### src/rtl/ecc64_codec.sv
module ecc64_codec #(
  parameter int DW = 64,
  parameter int HW = 7,
  parameter bit ENC_EN = 1'b1,
  parameter bit DEC_EN = 1'b1,
  parameter bit OUT_REG = 1'b1,
  localparam int CW = DW + HW + 1,
  localparam int PW = $clog2(CW)
) (
  input  logic          clk,
  input  logic          rst_n,
  input  logic [DW-1:0] enc_data_i,
  input  logic          inj_one_i,
  input  logic          inj_two_i,
  input  logic [PW-1:0] inj_pos_a_i,
  input  logic [PW-1:0] inj_pos_b_i,
  output logic [CW-1:0] enc_cw_o,
  input  logic [CW-1:0] dec_cw_i,
  output logic [DW-1:0] dec_data_o,
  output logic          dec_sbe_o,
  output logic          dec_dbe_o
);

  function automatic int hpos(int idx);
    int r = 0;
    int n = 0;
    for (int p = 3; p < (1 << HW); p++) begin
      if ((p & (p - 1)) != 0) begin
        if (n == idx) r = p;
        n++;
      end
    end
    return r;
  endfunction

  function automatic logic [DW-1:0] kmask(int k);
    logic [DW-1:0] m;
    for (int i = 0; i < DW; i++) m[i] = ((hpos(i) >> k) & 1) != 0;
    return m;
  endfunction

  logic [HW-1:0] chk, syn;
  logic [DW-1:0] fix, dd;
  logic [CW-1:0] raw, fa, fb;
  logic          par, sbe, dbe;

  for (genvar k = 0; k < HW; k++) begin : g_par
    localparam logic [DW-1:0] M = kmask(k);
    assign chk[k] = ^(enc_data_i & M);
    assign syn[k] = ^(dec_cw_i[DW-1:0] & M) ^ dec_cw_i[DW+k];
  end

  if (ENC_EN) begin : g_enc
    assign raw = {^{chk, enc_data_i}, chk, enc_data_i};
  end else begin : g_noenc
    assign raw = {{(HW+1){1'b0}}, enc_data_i};
  end

  assign fa = {{(CW-1){1'b0}}, 1'b1} << inj_pos_a_i;
  assign fb = {{(CW-1){1'b0}}, 1'b1} << inj_pos_b_i;
  assign enc_cw_o = raw ^ (inj_two_i ? (fa | fb) : (inj_one_i ? fa : '0));

  assign par = ^dec_cw_i;

  if (DEC_EN) begin : g_dec
    assign sbe = par;
    assign dbe = !par && (syn != '0);
    for (genvar i = 0; i < DW; i++) begin : g_fix
      localparam int P = hpos(i);
      assign fix[i] = sbe && (syn == HW'(P));
    end
  end else begin : g_nodec
    assign sbe = 1'b0;
    assign dbe = 1'b0;
    assign fix = '0;
  end

  assign dd = dec_cw_i[DW-1:0] ^ fix;

  if (OUT_REG) begin : g_reg
    always_ff @(posedge clk or negedge rst_n) begin
      if (!rst_n) begin
        dec_data_o <= '0;
        dec_sbe_o  <= 1'b0;
        dec_dbe_o  <= 1'b0;
      end else begin
        dec_data_o <= dd;
        dec_sbe_o  <= sbe;
        dec_dbe_o  <= dbe;
      end
    end
  end else begin : g_comb
    assign dec_data_o = dd;
    assign dec_sbe_o  = sbe;
    assign dec_dbe_o  = dbe;
  end

endmodule


### config.mk
export PLATFORM = sky130hd
export DESIGN_NAME = ecc64_codec
export DESIGN_NICKNAME = d
export VERILOG_FILES = /design/src/rtl/ecc64_codec.sv
export SDC_FILE = /design/constraint.sdc
export NUM_CORES = 1
export LEC_CHECK = 0
export ABC_AREA = 1
export BUFFER_PORTS_ARGS = -buffer_cell sky130_fd_sc_hd__clkbuf_2
export CAP_MARGIN = 15
export CORE_MARGIN = 3
export CORE_UTILIZATION = 45
export CTS_CLUSTER_SIZE = 30
export DETAILED_ROUTE_END_ITERATION = 10
export PLACE_DENSITY = 0.72
export SLEW_MARGIN = 25
export SYNTH_ARGS = -nofsm -noshare
export SYNTH_HDL_FRONTEND = slang
export SYNTH_SLANG_ARGS = --single-unit
### constraint.sdc
create_clock -name clk -period 3.7 [get_ports clk]
set_input_delay 1.11 -clock clk [delete_from_list [all_inputs] [get_ports clk]]
set_output_delay 1.11 -clock clk [all_outputs]
set_load 0.01 [all_outputs]
==> impl_summary.txt <==
----------------------------------------------------
[Routing]
  Overall routed net length ... 44700 µm
  Drt wl/cell ... 16.2 µm
  Via total after detailed routing ... 14691
  Number of DRC markers after the initial detailed-route iteration ... 1177
  Vias per Instance ... 5.33
  Detailed-router iteration count before antenna repair ... 5
  Remaining number of nets flagged by the antenna check after routing ... 0
  DRC ... 0

[GRT]
  Pin count of the biggest net entering global routing ... 67
  Vias in the first global route ... 13147
  Wire length of the first global-routing pass ... 64100 µm
  Number of antenna violations at the first check in global routing ... 0
  GRT Overall Usage ... 29.6%
  Overall overflow remaining after global route ... 0

[Die]
  Die width ... 165 µm
  Placement row count ... 57
  Initial standard-cell utilization of the core ... 46.2%
  Die height ... 165 µm
  Total I/O pin count ... 292
  Full die area ... 27100 µm²
  Core region area ... 24500 µm²

[Synthesis]
  Synthesis-stage register bit count ... 66
  Area share of the largest cell type after synthesis ... 30.7%
  Net Count, Synth ... 2167
  Post-synthesis cell area ... 11300 µm²
  Dominant cells by area after synthesis ... sky130_fd_sc_hd__nand2_1, sky130_fd_sc_hd__dfrtp_1, sky130_fd_sc_hd__xor2_1
  Cell type contributing the most total cell area after synthesis ... sky130_fd_sc_hd__nand2_1
  Share of the yosys chip area belonging to registers ... 14.6%
  Count of warnings emitted by yosys ... 0
  Number of library cell types mapped by synthesis ... 33
  Cell with the most instances after synthesis ... sky130_fd_sc_hd__nand2_1
  Most frequently used flop master after synthesis ... sky130_fd_sc_hd__dfrtp_1
  Number of flops mapped to enable cells by yosys ... 0
  Synthesized netlist cell count ... 2013
  Syn_area_per_cell ... 5.63 µm²
  Synth async-reset ratio ... 100%
  Most used standard cells in the synthesized netlist ... sky130_fd_sc_hd__nand2_1, sky130_fd_sc_hd__nand3_1, sky130_fd_sc_hd__inv_1

[Finish]
  Post-synthesis to final-layout area growth ... 50.6%
  NumNets Final ... 2582
  Post-route design area ... 17100 µm²
  Ant diodes ... 0
  Layout cell share with drive strength beyond 1 ... 40.4%

[Hold path]
  Tightest Hold Check Type ... primary input to async pin

[CTS]
  Clock buffer depth ... 2
  Count of hold-fix buffers inserted at cts ... 0
  Number of buffers created by CTS ... 9
  Clock tree from TritonCTS ... built
  Sinks on the clock net ... 66
  Root cell of the clock tree ... sky130_fd_sc_hd__clkbuf_16
  Total number of H-tree levels ... 3
  CTS clock-pin slew for the worst setup and hold paths ... 60 ps

[Timing]
  Worst hold slack across all endpoints ... 952 ps
  Minimum setup slack in the final design ... -474 ps
  Final max-slew violation count ... 0
  Rel. slew slack ... 46.4%
  Post-route clock period utilization ... 113%
  Setup Viol. Count Final ... 8
  Final period demand of the worst path ... 4170 ps
  Pin slew with the least headroom to its limit ... 804 ps
  Endpoints failing hold ... 0
  RSZ-0062 raised after global routing ... true
  Top achievable clock speed ... 240 MHz

[Pwr]
  Total leakage power ... 9.14 nW
  VDD IR-drop max ... 402 µV
  Power per cell area ... 356 nW/µm²

[Worst setup path]
  Crit path DAT ... 3060 ps
  Crit path required time ... 2590 ps
  Worst setup EP type ... primary output
  Kind of critical path ... primary input to primary output
  Worst setup SP type ... primary input
  Peak fanout along the critical path ... 5

[Place]
  # port buffers ... 291
  Area post-placement ... 14300 µm²
  Placed wire-length estimate after detailed placement ... 33600 µm
  Final RePlAce weighted congestion ... 0.951

[Run status]
  Run status ... complete, but fails checks
  Violated checks ... negative setup slack

[Job]
  Max-capacitance violation count ... 0

----------------------------------------------------
-- power by group --
group          total (mW)  leakage (nW)  switching, mW  internal [mW]
logic                4.40          8.23           2.86           1.55
registers           0.805         0.769         0.0196          0.785
clock network       0.863         0.142          0.337          0.526
total                6.07          9.14           3.21           2.86
-- flip-flops by register name, summed over array words and instances, names as in the netlist --
register / flops
dec_dbe_o: 1
dec_sbe_o: 1
dec_data_o: 64
-- per-stage QoR --
step / TNS (ps) / std cells / worst slack, ps / utilization (%) / total power, mW
floorplan: 0 / 2013 / 4.10 / - / 3.48
global placement: -3480 / 2730 / -498 / 58.4 / 4.40
detailed placement: -3650 / 2730 / -516 / 58.4 / 4.50
CTS: -1340 / 2745 / -396 / 63.0 / 5.56
global route: -2750 / 2757 / -592 / 69.6 / 6.48
finish: -2040 / 2757 / -474 / 69.6 / 6.07
-- kinds of logic (layout without fill, tap and decap cells) --
group | after synthesis | in the layout | synth area share (%)
xor+xnor | 253 | 253 | 20.2
flops | 66 | 66 | 14.6
compound gates | 78 | 78 | 4.26
buf+inv | 303 | 723 | 11.2
simple gates | 1313 | 1313 | 49.7
-- metal layers --
| metal | part of all wire (%) | vias up | track usage (%) |
|---|---|---|---|
| li1 | - | 7131 | - |
| met3 | 6.9 | 178 | 3.26 |
| met5 | 0 | - | 0 |
| met1 | 37 | 6726 | 34.3 |
| met4 | 6.9 | 0 | 17.9 |
| met2 | 49 | 656 | 52.1 |
-- cell type report --
type / count / area, µm²
clock buffers: 9 / 225
clock inverters: 7 / 76.3
fillers: 2015 / 7460
inverters: 225 / 870
multi-input cells: 1644 / 10400
flip-flops and latches: 66 / 1650
well taps: 324 / 405
repair buffers: 482 / 3440
-- critical path, stage by stage --
cell and delay (ps):
sky130_fd_sc_hd__buf_12 120, sky130_fd_sc_hd__xnor2_4 280, sky130_fd_sc_hd__xnor2_1 190, sky130_fd_sc_hd__xor2_1 240
sky130_fd_sc_hd__buf_4 170, sky130_fd_sc_hd__inv_1 40, sky130_fd_sc_hd__nand2_2 90, sky130_fd_sc_hd__nand3_4 110
sky130_fd_sc_hd__nand2_2 100, sky130_fd_sc_hd__nand2_1 50, sky130_fd_sc_hd__nand2_1 70, sky130_fd_sc_hd__nand3_2 100
sky130_fd_sc_hd__nand2_1 90, sky130_fd_sc_hd__nand2_1 70, sky130_fd_sc_hd__nand2_2 110, sky130_fd_sc_hd__buf_6 120
-- final timing paths --
| path | from | end | slack (ps) |
|---|---|---|---|
| min in group clk | dec_cw_i[45] | dec_data_o[45] | 1030 |
| setup / recovery | enc_data_i[25] | enc_cw_o[71] | -470 |
| max in group asynchronous | rst_n | dec_data_o[46] | 2220 |
| hold / removal | rst_n | dec_data_o[19] | 950 |
-- cell usage in the layout (no fill, tap or decap), types with 9 or more instances in the layout --
cell type / count
sky130_fd_sc_hd__o22ai_2: 17
sky130_fd_sc_hd__buf_12: 10
sky130_fd_sc_hd__nand2_4: 35
sky130_fd_sc_hd__xnor2_2: 21
sky130_fd_sc_hd__clkbuf_16: 11
sky130_fd_sc_hd__inv_1: 158
sky130_fd_sc_hd__nand3_1: 143
sky130_fd_sc_hd__clkbuf_8: 14
sky130_fd_sc_hd__inv_2: 57
sky130_fd_sc_hd__xor2_2: 17
sky130_fd_sc_hd__nand2_2: 190
sky130_fd_sc_hd__xor2_1: 120
sky130_fd_sc_hd__buf_6: 28
sky130_fd_sc_hd__buf_2: 9
sky130_fd_sc_hd__nand4_1: 62
sky130_fd_sc_hd__dfrtp_1: 66
sky130_fd_sc_hd__buf_4: 179
sky130_fd_sc_hd__nand2_1: 715
sky130_fd_sc_hd__nor2_1: 27
sky130_fd_sc_hd__nor2_2: 13
sky130_fd_sc_hd__nand3b_1: 19
sky130_fd_sc_hd__xnor2_1: 72
sky130_fd_sc_hd__xnor2_4: 15
sky130_fd_sc_hd__nand3_2: 60
sky130_fd_sc_hd__nor2_4: 28
sky130_fd_sc_hd__clkbuf_2: 229
sky130_fd_sc_hd__o22ai_1: 54
-- timing repair --
action | in CTS | in global routing
resized for setup | 195 | 447
endpoints found under the setup margin | 24 | 37
pin swaps | 63 | 189
buffers inserted | 4 | 13
Power figures use the tool's default switching activity.
